`src/rtl/sh_bin_pkg.sv`:
```
package sh_bin_pkg;
  localparam int unsigned LFSR_W_DEF = 16;
  localparam logic [LFSR_W_DEF-1:0] TAPS_DEF = 16'hB400;
  localparam logic [LFSR_W_DEF-1:0] SEED_ALT_DEF = 16'hACE1;

  typedef enum logic {
    MODE_SIGN  = 1'b0,
    MODE_STOCH = 1'b1
  } bin_mode_e;
endpackage

```
`src/rtl/sh_bin_lfsr.sv`:
```
module sh_bin_lfsr #(
  parameter int unsigned LFSR_W = 16,
  parameter int unsigned RND_W = 8,
  parameter logic [LFSR_W-1:0] TAPS = 16'hB400,
  parameter logic [LFSR_W-1:0] SEED_ALT = 16'hACE1
) (
  input  logic              clk_i,
  input  logic              rst_ni,
  input  logic              adv_i,
  input  logic              load_i,
  input  logic [LFSR_W-1:0] seed_i,
  output logic [RND_W-1:0]  rnd_o
);
  logic [LFSR_W-1:0] state_q, cur, stepped, seed_ok;

  assign seed_ok = (seed_i == '0) ? SEED_ALT : seed_i;
  // a load in the same cycle supplies the number used by that sample
  assign cur     = load_i ? seed_ok : state_q;
  assign stepped = cur[0] ? ((cur >> 1) ^ TAPS) : (cur >> 1);
  assign rnd_o   = cur[LFSR_W-1 -: RND_W];

  always_ff @(posedge clk_i or negedge rst_ni) begin
    if (!rst_ni)              state_q <= SEED_ALT;
    else if (adv_i)           state_q <= stepped;
    else if (load_i)          state_q <= seed_ok;
  end
endmodule

```
`src/rtl/sh_bin_prob.sv`:
```
module sh_bin_prob #(
  parameter int unsigned IN_W = 10,
  parameter int unsigned FRAC_W = 8
) (
  input  logic [IN_W-1:0]   x_i,
  output logic [FRAC_W:0]   p2_o,   // twice the probability, 1/2^(FRAC_W+1) units
  output logic              low_o,
  output logic              full_o
);
  localparam int ONE = 1 << FRAC_W;
  logic signed [IN_W:0] sum;

  assign sum    = $signed({x_i[IN_W-1], x_i}) + $signed((IN_W+1)'(ONE));
  assign low_o  = sum <= $signed((IN_W+1)'(0));
  assign full_o = sum >= $signed((IN_W+1)'(2 * ONE));
  assign p2_o   = sum[FRAC_W:0];
endmodule

```
`src/rtl/sh_binarizer.sv`:
```
module sh_binarizer
  import sh_bin_pkg::*;
#(
  parameter int unsigned IN_W = 10,
  parameter int unsigned FRAC_W = 8,
  parameter int unsigned LFSR_W = LFSR_W_DEF,
  parameter logic [LFSR_W-1:0] TAPS = TAPS_DEF,
  parameter logic [LFSR_W-1:0] SEED_ALT = SEED_ALT_DEF
) (
  input  logic              clk_i,
  input  logic              rst_ni,
  input  logic              in_valid_i,
  input  logic [IN_W-1:0]   in_value_i,
  input  logic              stoch_mode_i,
  input  logic              seed_load_i,
  input  logic [LFSR_W-1:0] seed_i,
  output logic              out_valid_o,
  output logic              out_bit_o
);
  localparam int unsigned RND_W = FRAC_W;

  logic [RND_W-1:0] rnd;
  logic [FRAC_W:0]  p2;
  logic             low, full, stoch_bit, code;
  bin_mode_e        mode;
  logic             valid_q, bit_q;

  sh_bin_lfsr #(
    .LFSR_W(LFSR_W), .RND_W(RND_W), .TAPS(TAPS), .SEED_ALT(SEED_ALT)
  ) u_lfsr (
    .clk_i (clk_i), .rst_ni(rst_ni), .adv_i(in_valid_i),
    .load_i(seed_load_i), .seed_i(seed_i), .rnd_o(rnd)
  );

  sh_bin_prob #(.IN_W(IN_W), .FRAC_W(FRAC_W)) u_prob (
    .x_i(in_value_i), .p2_o(p2), .low_o(low), .full_o(full)
  );

  assign mode = bin_mode_e'(stoch_mode_i);
  // {r,1} < 2p+e equals r < floor(p) without dropping the input LSB
  assign stoch_bit = full | (~low & ({rnd, 1'b1} < p2));

  always_comb begin
    unique case (mode)
      MODE_STOCH: code = stoch_bit;
      default:    code = ~in_value_i[IN_W-1];
    endcase
  end

  always_ff @(posedge clk_i or negedge rst_ni) begin
    if (!rst_ni) begin
      valid_q <= 1'b0;
      bit_q   <= 1'b0;
    end else begin
      valid_q <= in_valid_i;
      if (in_valid_i) bit_q <= code;
    end
  end

  assign out_valid_o = valid_q;
  assign out_bit_o   = bit_q;
endmodule

```
`config.mk`:
```
export PLATFORM = sky130hd
export DESIGN_NAME = sh_binarizer
export DESIGN_NICKNAME = d
export VERILOG_FILES = /design/src/rtl/sh_bin_pkg.sv /design/src/rtl/sh_bin_lfsr.sv /design/src/rtl/sh_bin_prob.sv /design/src/rtl/sh_binarizer.sv
export SDC_FILE = /design/constraint.sdc
export NUM_CORES = 1
export LEC_CHECK = 0
export ABC_AREA = 0
export BUFFER_PORTS_ARGS = -buffer_cell sky130_fd_sc_hd__buf_4
export CAP_MARGIN = 40
export CORE_ASPECT_RATIO = 0.8
export CORE_UTILIZATION = 30
export CTS_BUF_LIST = sky130_fd_sc_hd__clkbuf_2 sky130_fd_sc_hd__clkbuf_4 sky130_fd_sc_hd__clkbuf_8
export CTS_CLUSTER_SIZE = 28
export DETAILED_ROUTE_END_ITERATION = 6
export GPL_TIMING_DRIVEN = 0
export MAX_ROUTING_LAYER = met4
export PLACE_DENSITY = 0.63
export SLEW_MARGIN = 30
export SYNTH_ARGS = -nofsm -noshare
export SYNTH_HDL_FRONTEND = slang
export SYNTH_SLANG_ARGS = --single-unit
```
`constraint.sdc`:
```
create_clock -name clk_i -period 4.31 [get_ports clk_i]
set_input_delay 0.431 -clock clk_i [delete_from_list [all_inputs] [get_ports clk_i]]
set_output_delay 0.431 -clock clk_i [all_outputs]
set_load 0.05 [all_outputs]
```
Word-level counts from Yosys, hierarchy flattened
Index checks and enable logic that the tools add are counted.
Widths: inputs -> output; s select.
{"block": "word_totals", "regBits": 18, "latch_bits": 0, "mem_bits_rw": 0, "mem_bits_ro": 0, "in_bits": 31, "out_inout_bits": 2, "word_cells": 18, "mem_count": 0}
{"block": "op_classes", "n_addsub": 1, "multipliers": 0, "div": 0, "magnitude_cmp": 3, "eq_ne": 0, "shifts": 0, "mux": 5, "bitwise_logic": 5, "reduce_logical": 1}
{"op": "$mux 16", "n": 4}
{"op": "$logic_not 16->1", "n": 1}
{"op": "$add 10x10->11 const B", "n": 1}
{"op": "$ge 11x11->1 const B", "n": 1}
{"op": "$le 11x1->1 const B", "n": 1}
{"op": "$lt 9x9->1", "n": 1}
{"op": "$not 3->4", "n": 1}
{"op": "$not 1->1", "n": 2}
{"op": "$and 1x1->1", "n": 1}
{"op": "$mux 1", "n": 1}
{"op": "$or 1x1->1", "n": 1}

Longest topological paths before layout
Gate-level depths: netlist (run 1).
{"block": "depth", "depth_word": 7, "mapped_depth": 9, "depth_no_buf": 9}

Modules after synthesis
Synthesis (run 1) repeated with hierarchy kept, for this count alone.
{"block": "unflattened", "hier_cells": 130, "hier_area_um2": 1306.3}
{"module": "sh_bin_lfsr", "instances": 1, "cells_per_inst": 82, "area_per_inst_um2": 930.9, "seq_area_each_um2": 410.4}
{"module": "sh_binarizer", "instances": 1, "cells_per_inst": 34, "area_per_inst_um2": 277.8, "seq_area_each_um2": 50.0}
{"module": "sh_bin_prob", "instances": 1, "cells_per_inst": 14, "area_per_inst_um2": 97.6, "seq_area_each_um2": 0.0}

Worst setup path after synthesis (run 1)
No wires, ideal clock.
{"block": "synth_timing", "kind": "input-to-reg", "from": "input seed_i[5]", "to": "register bit_q, in the netlist out_bit_o", "setup_time_ns": 0.066, "t_arrival_ns": 2.886, "required_time_ns": 4.244, "setup_slack_ns": 1.358, "path_stages": 9, "path_buffers": 0, "path_cell_list": "or4_4 -> o41ai_4 -> o22ai_1 -> inv_1 -> ha_1 -> and3_1 -> a221o_1 -> a311oi_1 -> o22a_1"}
{"block": "synth_between", "elab_chain_cells": 7}
{"element": "start: declaration", "line": "sh_binarizer.sv:16", "text": "input logic [LFSR_W-1:0] seed_i,"}
{"element": "$logic_not 16->1", "line": "sh_bin_lfsr.sv:16", "text": "assign seed_ok = (seed_i == '0) ? SEED_ALT : seed_i;"}
{"element": "$mux 16", "line": "sh_bin_lfsr.sv:16"}
{"element": "$mux 16", "line": "sh_bin_lfsr.sv:18", "text": "assign cur = load_i ? seed_ok : state_q;"}
{"element": "$lt 9x9->1", "line": "sh_binarizer.sv:41", "text": "assign stoch_bit = full | (~low & ({rnd, 1'b1} < p2));"}
{"element": "$and 1x1->1", "line": "sh_binarizer.sv:41"}
{"element": "$or 1x1->1", "line": "sh_binarizer.sv:41"}
{"element": "$mux 1", "line": "sh_binarizer.sv:44", "text": "unique case (mode)"}
{"element": "end signal: assignment", "line": "sh_binarizer.sv:56", "text": "if (in_valid_i) bit_q <= code;"}
{"element": "end: declaration", "line": "sh_binarizer.sv:26", "text": "logic valid_q, bit_q;"}
Every way passes these cells.
A chain may end at the register's enable or synchronous reset.

Worst setup path after layout (run 1)
Ends and elaborated chain as after synthesis.

==> results of run 1 <==
[stage by stage]
| step | hold slack, ps | total power [mW] | util, % |
|---|---|---|---|
| 2_1_floorplan | 135 | 0.290 | - |
| 3_3_place_gp | 316 | 0.337 | 40.7 |
| 3_5_place_dp | 314 | 0.343 | 40.7 |
| 4_1_cts | 37.9 | 0.473 | 42.0 |
| 5_1_grt | 37.8 | 0.497 | 42.0 |
| 6_report | 38.9 | 0.468 | 42.0 |
[worst max-delay path: stages]
cell,delay [ps]
buf_4,120
or4_4,540
o41ai_4,640
o22ai_1,260
inv_1,110
ha_1,240
and3_1,180
a221o_1,340
a311oi_1,240
o22a_1,180
[cell usage after synthesis (all sizes together)]
| cell | instances |
|---|---|
| xor2 | 1 |
| a221o | 1 |
| a21o | 1 |
| o22a | 4 |
| dfrtp | 10 |
| mux2 | 8 |
| nand2 | 5 |
| a21boi | 1 |
| and3 | 1 |
| nor3b | 1 |
| clkbuf | 5 |
| o211ai | 1 |
| nor3 | 1 |
| nor2b | 2 |
| o41ai | 1 |
| a21oi | 5 |
| nor4 | 2 |
| o31ai | 1 |
| o22ai | 5 |
| nand2b | 1 |
| a211oi | 1 |
| o21a | 1 |
| a311oi | 1 |
| xnor2 | 2 |
| o221ai | 1 |
| o21ai | 5 |
| ha | 7 |
| mux4 | 3 |
| inv | 7 |
| mux2i | 2 |
| nor2 | 8 |
| or4 | 4 |
| dfstp | 8 |
[flip-flops by register name, indices dropped and copies added (netlist names)]
name,count
out_bit_o,1
u_lfsr.state_q,16
out_valid_o,1
[final timing paths]
check                                     endpoint  slack [ps]  cells past startpoint
worst max-delay path                     out_bit_o        1220                     10
worst min-delay path            u_lfsr.state_q[12]          40                      1
worst max register to register           out_bit_o        2300                      7
worst min register to register           out_bit_o         560                      1
max in group asynchronous       u_lfsr.state_q[10]        4010                      1
min in group clk_i                     out_valid_o         290                      1
[cell families (layout without fill, tap and decap cells)]
family          Yosys count  after routing  synth area share [%]
compound gates           29             29                  19.0
fa+ha+maj                 7              7                  7.57
simple gates             25             25                  12.1
buf+inv                  12             48                  3.89
mux                      13             13                  15.4
xor+xnor                  3              3                  2.27
flops                    18             18                  39.8
[cells in the final DEF (no fill, tap or decap), types with 7 or more instances in the layout]
| cell | synthesis | layout |
|---|---|---|
| dfrtp_1 | 10 | 10 |
| mux2_2 | 8 | 8 |
| ha_1 | 7 | 7 |
| nor2_1 | 8 | 8 |
| dfstp_2 | 8 | 8 |
| buf_4 | 0 | 32 |
| inv_1 | 7 | 7 |
[area by class of cell]
class / count / area (µm²) / share of cell area [%]
buffer: 5 / 18.8 / 1.25
clock buffer: 4 / 48.8 / 3.26
inverter: 7 / 26.3 / 1.75
multi-input combinational: 77 / 652 / 43.5
sequential: 18 / 460 / 30.7
tap: 42 / 52.6 / 3.51
timing repair buffer: 32 / 240 / 16.0
[metal layers]
metal	vias to the layer above	part of all wire (%)	global-route usage [%]
met2	40	46	23.9
met4	0	0.95	5.14
li1	482	-	-
met3	2	6.3	3.53
met1	462	47	20.6
met5	-	0	-
[power by group through the flow]
stage / clock, mW / combinational (mW) / sequential (mW)
floorplan: 0 / 0.0760 / 0.214
detailed placement: 0 / 0.131 / 0.212
finish: 0.127 / 0.131 / 0.209
global route: 0.141 / 0.145 / 0.211
global placement: 0 / 0.127 / 0.210
CTS: 0.132 / 0.132 / 0.209
==> results_dict.tcl, run 1 <==
set metrics [dict create \
    status "finished clean" \
    synthesis.instances 107 \
    drv_cap 0 \
    core_um2 3570 \
    cts-resized-gates 0 \
    ys_top_cells_by_area "dfrtp_1 (22%), dfstp_2 (18%), mux2_2 (7.8%)" \
    setup_viol_count_final 0 \
    p_int_uw 339 \
    design_area_um2 1500 \
    min_period_ps 3090 \
    syn_area_um2 1160 \
    grt_pass1_vias 992 \
    clkSinkCount 18 \
    clock.fmax_ghz 0.324 \
    drcViolationCount 0 \
    postCtsHoldBufs 0 \
    ys_types 35 \
    route.vias.total 986 \
    finalCritPeriodShare_pct 71.7 \
    leakage_nw 0.661 \
    clkPwrFrac_pct 27.3 \
    ir_drop_mv 0.123 \
    yosys_warnings 0 \
    powerDensity_nw_per_um2 312 \
    ys_seq_elements 18 \
    postCtsSetupBuffers 0 \
    fin_nets 182 \
    worst_slew_pin_slew_ps 586 \
    reg2reg_from "u_lfsr.state_q[15]" \
    antenna_found_initial 0 \
    grt.total_usage_pct 15.7 \
    grt_max_degree 19 \
    cts_buffer_depth 2 \
    fin_worst_skew_ps 3.75 \
    final_cells 185 \
    fillers 359 \
    dp.cells 181 \
    ys_seq_area_share_pct 39.8 \
    crit_path_max_fanout 10 \
    drive_gt1_share_pct 43.4 \
    avgViaCountPerCell 5.33 \
    rows 19 \
    drtIter0Drc 61 \
    critical_path_class "in -> reg" \
    dr.pass1.iters 4 \
    finalSetupTns_ps 0 \
    port_buffers 32 \
    io_pins 33 \
    detail-route-antenna-nets 0 \
    setup_slack_ps 1220 \
    cp-end-kind "register" \
    postSynthNetCount 145 \
    max-slew-margin-rel_pct 60.8 \
    dieArea_um2 4110 \
    die_y_um 57.6 \
    synth_top_area_cell "dfrtp_1" \
    synth_top_area_share_pct 21.6 \
    wl_per_cell_um 15.3 \
    clk_latency_ps 250 \
    sw_frac_of_total_pct 27.6 \
    cts_tree "done" \
    cp_data_required_time_ps 4500 \
    antenna_cells 0 \
    postPlaceCellArea_um2 1450 \
    htreeDepth 1 \
    clk_pin_slew_ps 70 \
    seq_power_share_pct 44.8 \
    hold_path_class "in -> async" \
    startpoint "seed_i[5]" \
    routed_wl_um 2840 \
    slew_violations 0 \
    synthToLayoutAreaGrowth_pct 29.5 \
    cts-root-buf "clkbuf_8" \
    numCtsBuffers 3 \
    die_x_um 71.4 \
    combPwrFrac_pct 28.0 \
    dp_hpwl_um 2260 \
    finalHoldViolCount 0 \
    p_switching_uw 129 \
    worstSetupStartpointType "input port" \
    routabilityCongestion 0.814 \
    critPathArrivalTime_ps 3280 \
    start_util_pct 32.5 \
    synth_area_per_cell_um2 10.8 \
    gr-total-overflow 0 \
    grt_setup_unrepaired "false" \
    grt_pass1_wl_um 4770 \
    place_ws_ps 982 \
]
Note: power is estimated with default switching activity, not from simulation.
==> inputs of run 2 (changes only) <==
clock period = 3.15 ns   (was 4.31 ns; I/O delays follow)
==> run 2 against run 1 <==
  * First-iteration DRC count grew 23%
  * Sequential share of layout area shrank 0.50 points
  * Flip-flop and latch count is the same
  * Clock-buffer cell count is the same
  * Power grew 38%
  * Largest cell class unchanged
  * Largest power group unchanged
  * Highest routed layer unchanged
==> results_dict.tcl, run 2 (synthesis results as in run 1) <==
set metrics [dict create \
    clk_pin_slew_ps 70 \
    ir_drop_mv 0.171 \
    hold-worst-slack_ps 175 \
    dr.pass1.iters 4 \
    antenna_found_initial 0 \
    cp_data_required_time_ps 3340 \
    setup_viol_count_final 0 \
    grt_pass1_vias 990 \
    top_register "u_lfsr.state_q" \
    final_cell_mix "buf_4 (34), dfrtp_1 (10), mux2_2 (8), nor2_1 (8), dfstp_2 (8)" \
    powerDensity_nw_per_um2 422 \
    p_switching_uw 178 \
    rows 19 \
    cts-root-buf "clkbuf_8" \
    mostFrequentLayoutCell "buf_4" \
    antenna_cells 0 \
    max_stage_delay_ps 570 \
    grt.total_usage_pct 15.7 \
    hold_path_class "in -> reg" \
    status "finished clean" \
    clock.fmax_ghz 0.353 \
    finalHoldViolCount 0 \
    slew_violations 0 \
    seq_power_share_pct 44.5 \
    cpLargestDelayFamily "compound AO/OA/AOI/OAI gates" \
    routabilityCongestion 0.814 \
    sw_frac_of_total_pct 27.6 \
    drive_gt1_share_pct 43.8 \
    worst_slew_pin_slew_ps 574 \
    largest_reg_flops 16 \
    route.vias.total 984 \
    die_x_um 71.4 \
    drcViolationCount 0 \
    grt_max_degree 19 \
    finalCritPeriodShare_pct 89.9 \
    clkSinkCount 18 \
    p_int_uw 466 \
    dp.cells 181 \
    dp_hpwl_um 2260 \
    drv_cap 0 \
    leakage_nw 0.675 \
    setup_slack_ps 319 \
    io_pins 33 \
    critical_path_class "in -> reg" \
    numCtsBuffers 3 \
    fin_worst_skew_ps 3.96 \
    clk_latency_ps 250 \
    port_buffers 32 \
    cts_tree "done" \
    dieArea_um2 4110 \
    final_cells 188 \
    crit_chain "buf_4 -> or4_1 -> o41ai_4 -> o22ai_1 -> inv_1 -> ha_1 -> and3_1 -> a221o_1 -> a311oi_1 -> o22a_1" \
    htreeDepth 1 \
    drtIter0Drc 75 \
    fin_nets 185 \
    min_period_ps 2830 \
    wl_per_cell_um 15.2 \
    cts_buffer_depth 2 \
    die_y_um 57.6 \
    clkPwrFrac_pct 27.2 \
    avgViaCountPerCell 5.23 \
    max-slew-margin-rel_pct 61.7 \
    grt_setup_unrepaired "false" \
    start_util_pct 32.5 \
    cp-end-kind "register" \
    critPathBufInv 2 \
    combPwrFrac_pct 28.2 \
    detail-route-antenna-nets 0 \
    crit_slowest_cell "or4_1" \
    critPathArrivalTime_ps 3020 \
    synthToLayoutAreaGrowth_pct 31.7 \
    core_um2 3570 \
    worstSetupStartpointType "input port" \
    gr-total-overflow 0 \
    place_ws_ps -61.8 \
    crit_path_max_fanout 6 \
    grt_pass1_wl_um 4780 \
    routed_wl_um 2860 \
]
[run 2: changes by cell type in the layout (fill, tap and decap cells not counted)]
cell	previous run	this run
buf_4	32	34
dlygate4sd3_1	0	1
[run 2: power groups by stage]
stage          registers [mW]  clock network, mW  logic, mW
2_1_floorplan           0.293                  0      0.104
3_3_place_gp            0.288                  0      0.174
3_5_place_dp            0.290                  0      0.180
4_1_cts                 0.286              0.180      0.181
5_1_grt                 0.289              0.193      0.201
6_report                0.287              0.175      0.182
[run 2: area by class of cell]
type                       instances  area (µm²)
fill                             357        2040
multi-input combinational         77         652
sequential                        18         460
timing repair buffer              35         265
tap                               42        52.6
clock buffer                       4        48.8
inverter                           7        26.3
buffer                             5        18.8
[run 2: stage by stage]
| stage | setup TNS, ps | total power [mW] | cell area (µm²) | util, % |
|---|---|---|---|---|
| 6_report | 0 | 0.644 | 1520 | 42.7 |
| 4_1_cts | 0 | 0.648 | 1510 | 42.3 |
| 3_3_place_gp | -61.9 | 0.461 | 1450 | 40.7 |
| 5_1_grt | 0 | 0.683 | 1520 | 42.7 |
| 2_1_floorplan | 0 | 0.397 | 1160 | - |
| 3_5_place_dp | -61.8 | 0.470 | 1450 | 40.7 |
[run 2: repair_timing]
action / CTS / global route
resized for setup: 0 / 0
setup endpoints to repair: 0 / 1
hold buffers: 1 / 0
buffers inserted: 0 / 2
hold endpoints to repair: 10 / 0
[run 2: metal layers]
layer  GRT usage, %  share of wire, %  up-vias
met5              -                 0        -
met4           5.14              0.94        0
met3           3.53               6.7        2
met2           24.1                46       40
met1           20.6                46      457
li1               -                 -      485
[run 2: final timing paths]
path                                      end               start  cells after the start  slack, ps
setup / recovery                    out_bit_o          seed_i[14]                     10        320
hold / removal                    out_valid_o          in_valid_i                      1        170
setup reg to reg                    out_bit_o  u_lfsr.state_q[15]                      7       1140
hold reg to reg                     out_bit_o           out_bit_o                      1        560
max in group asynchronous  u_lfsr.state_q[10]              rst_ni                      2       2420
min in group asynchronous   u_lfsr.state_q[2]              rst_ni                      2        460
==> inputs of run 3 (changes only) <==
CAP_MARGIN = 0   (was 40)
PLACE_DENSITY = 0.64   (was 0.63)
SYNTH_HIERARCHICAL = 1   (was not set)
clock period = 2.6 ns   (was 3.15 ns; I/O delays follow)
==> run 3 against run 2 <==
  * Final cell count is 20% higher
  * Sequential share of layout area is 3.0 points lower
  * Flip-flop and latch count stayed put
  * Clock power is 35% higher
  * Utilization is 2.3 points lower
  * First-iteration DRC count is 21% lower
  * Wire length is 5.1% higher
  * Area after synthesis is 12% higher
  * Power is 28% higher
  * Critical path depth stayed put
  * Synthesized cell count is 21% higher
  * Combinational power is 31% higher
==> results_dict.tcl, run 3 <==
set metrics [dict create \
    rows 21 \
    clk_latency_ps 260 \
    setup_viol_count_final 0 \
    io_pins 33 \
    use_met3_pct 3.49 \
    cts-resized-gates 0 \
    slew_violations 0 \
    finalCritPeriodShare_pct 92.9 \
    routed_wl_um 3010 \
    htreeDepth 1 \
    clk_pin_slew_ps 70 \
    combPwrFrac_pct 29.0 \
    crit_path_max_fanout 4 \
    cts-root-buf "clkbuf_8" \
    core_um2 4180 \
    hold-worst-slack_ps 142 \
    antenna_found_initial 0 \
    grt_setup_unrepaired "false" \
    r2r_slack_ps 830 \
    p_switching_uw 235 \
    grt_pass1_wl_um 4870 \
    clkPwrFrac_pct 28.9 \
    reg2reg_from "u_lfsr/state_q[13]" \
    max-slew-margin-rel_pct 64.7 \
    reg2regPathDepth 6 \
    top_register "u_lfsr/state_q" \
    wl_per_cell_um 13.4 \
    worstSetupStartpointType "input port" \
    met1_usage_pct 20.2 \
    detail-route-antenna-nets 0 \
    leakage_nw 0.755 \
    synthToLayoutAreaGrowth_pct 30.2 \
    antenna_cells 0 \
    gr-max-usage-layer "met2" \
    design_area_um2 1690 \
    cts_tree "done" \
    ir_drop_mv 0.228 \
    final_cell_mix "buf_4 (41), inv_1 (13), dfrtp_1 (10)" \
    r2r_end "out_bit_o" \
    gr-usage-met2_pct 22.3 \
    critPathCapture "out_bit_o" \
    utilization_pct 40.5 \
    max_stage_delay_ps 550 \
    dr.pass1.iters 4 \
    status "finished clean" \
    grt_max_degree 19 \
    grt.total_usage_pct 15.0 \
    crit_slowest_cell "or4_4" \
    mostFrequentLayoutCell "buf_4" \
    crit_chain "buf_4 -> or4_4 -> o41ai_4 -> buf_4 -> o22a_1 -> ha_1 -> a211o_1 -> a21oi_2 -> o21ai_1 -> a2bb2oi_1" \
    synth_area_per_cell_um2 10.1 \
    die_x_um 75.6 \
    fin_nets 207 \
    powerDensity_nw_per_um2 486 \
    clock.fmax_ghz 0.414 \
    postPlaceCellArea_um2 1610 \
    dp_hpwl_um 2290 \
    worst_slew_pin_slew_ps 529 \
    start_util_pct 31.1 \
    seq_power_share_pct 42.1 \
    avgViaCountPerCell 4.96 \
    fillers 421 \
    port_buffers 32 \
    min_period_ps 2420 \
    hold_path_class "in -> reg" \
    synthesis.instances 129 \
    startpoint "seed_i[4]" \
    drcViolationCount 0 \
    critPathArrivalTime_ps 2600 \
    cts_buffer_depth 2 \
    yosys_warnings 6 \
    sw_frac_of_total_pct 28.6 \
    critical_path_class "in -> reg" \
    cp_data_required_time_ps 2780 \
    cp-end-kind "register" \
    drtIter0Drc 59 \
    dieArea_um2 4600 \
    syn_area_um2 1300 \
    fin_worst_skew_ps 1.72 \
    clkSinkCount 18 \
    cpMostUsedCell "buf_4" \
    drive_gt1_share_pct 42.9 \
    routabilityCongestion 0.836 \
    numCtsBuffers 3 \
    p_int_uw 587 \
    postSynthNetCount 167 \
    route.vias.total 1117 \
    die_y_um 60.9 \
    gr-total-overflow 0 \
    drv_cap 0 \
    finalHoldViolCount 0 \
    grt_pass1_vias 1073 \
    largest_reg_flops 16 \
]
-- run 3: worst min path at each step --
stage / from / depth (start not counted) / slack [ps] / end
floorplan: rst_ni / 0 / -40 / out_bit_o
global placement: rst_ni / 1 / 140 / u_lfsr/state_q[1]
detailed placement: rst_ni / 1 / 140 / u_lfsr/state_q[1]
CTS: in_valid_i / 1 / 140 / out_valid_o
global route: in_valid_i / 1 / 140 / out_valid_o
finish: in_valid_i / 1 / 140 / out_valid_o
-- run 3: critical path: cells and delay by family --
kind | cells | cell delay [ps]
compound gates | 6 | 1220
simple gates | 1 | 550
buf+inv | 2 | 310
fa+ha+maj | 1 | 250
-- run 3: per-layer routing --
layer  share of wire (%)  wire length [µm]
met5                   0                 0
met3                 7.0               211
met1                  50              1500
met2                  42              1250
met4                 1.5                46
-- run 3: stage by stage --
step | std cells | setup slack (ps) | TNS, ps | total power [mW]
6_report | 225 | 185 | 0 | 0.822
5_1_grt | 225 | 47.3 | 0 | 0.873
4_1_cts | 225 | 114 | 0 | 0.829
3_5_place_dp | 218 | -315 | -315 | 0.586
3_3_place_gp | 218 | -236 | -236 | 0.581
2_1_floorplan | 129 | 165 | 0 | 0.499
-- run 3: layout make-up --
class / count / area (µm²) / area share [%]
multi-input combinational: 86 / 717 / 42.4
sequential: 18 / 460 / 27.2
inverter: 13 / 48.8 / 2.89
clock buffer: 4 / 55.1 / 3.26
timing repair buffer: 35 / 265 / 15.7
buffer: 12 / 72.6 / 4.29
tap: 57 / 71.3 / 4.22
-- run 3: what timing repair did --
action | 4_1_cts | 5_1_grt
setup buffers | 2 | 0
pin swaps | 1 | 1
hold endpoints to repair | 10 | 0
endpoints found under the setup margin | 1 | 1
hold buffers | 1 | 0
-- run 3: power by group through the flow --
stage	registers [mW]	clock network, mW	logic, mW
2_1_floorplan	0.354	0	0.144
3_3_place_gp	0.349	0	0.232
3_5_place_dp	0.349	0	0.236
4_1_cts	0.346	0.243	0.241
5_1_grt	0.350	0.258	0.265
6_report	0.346	0.237	0.238
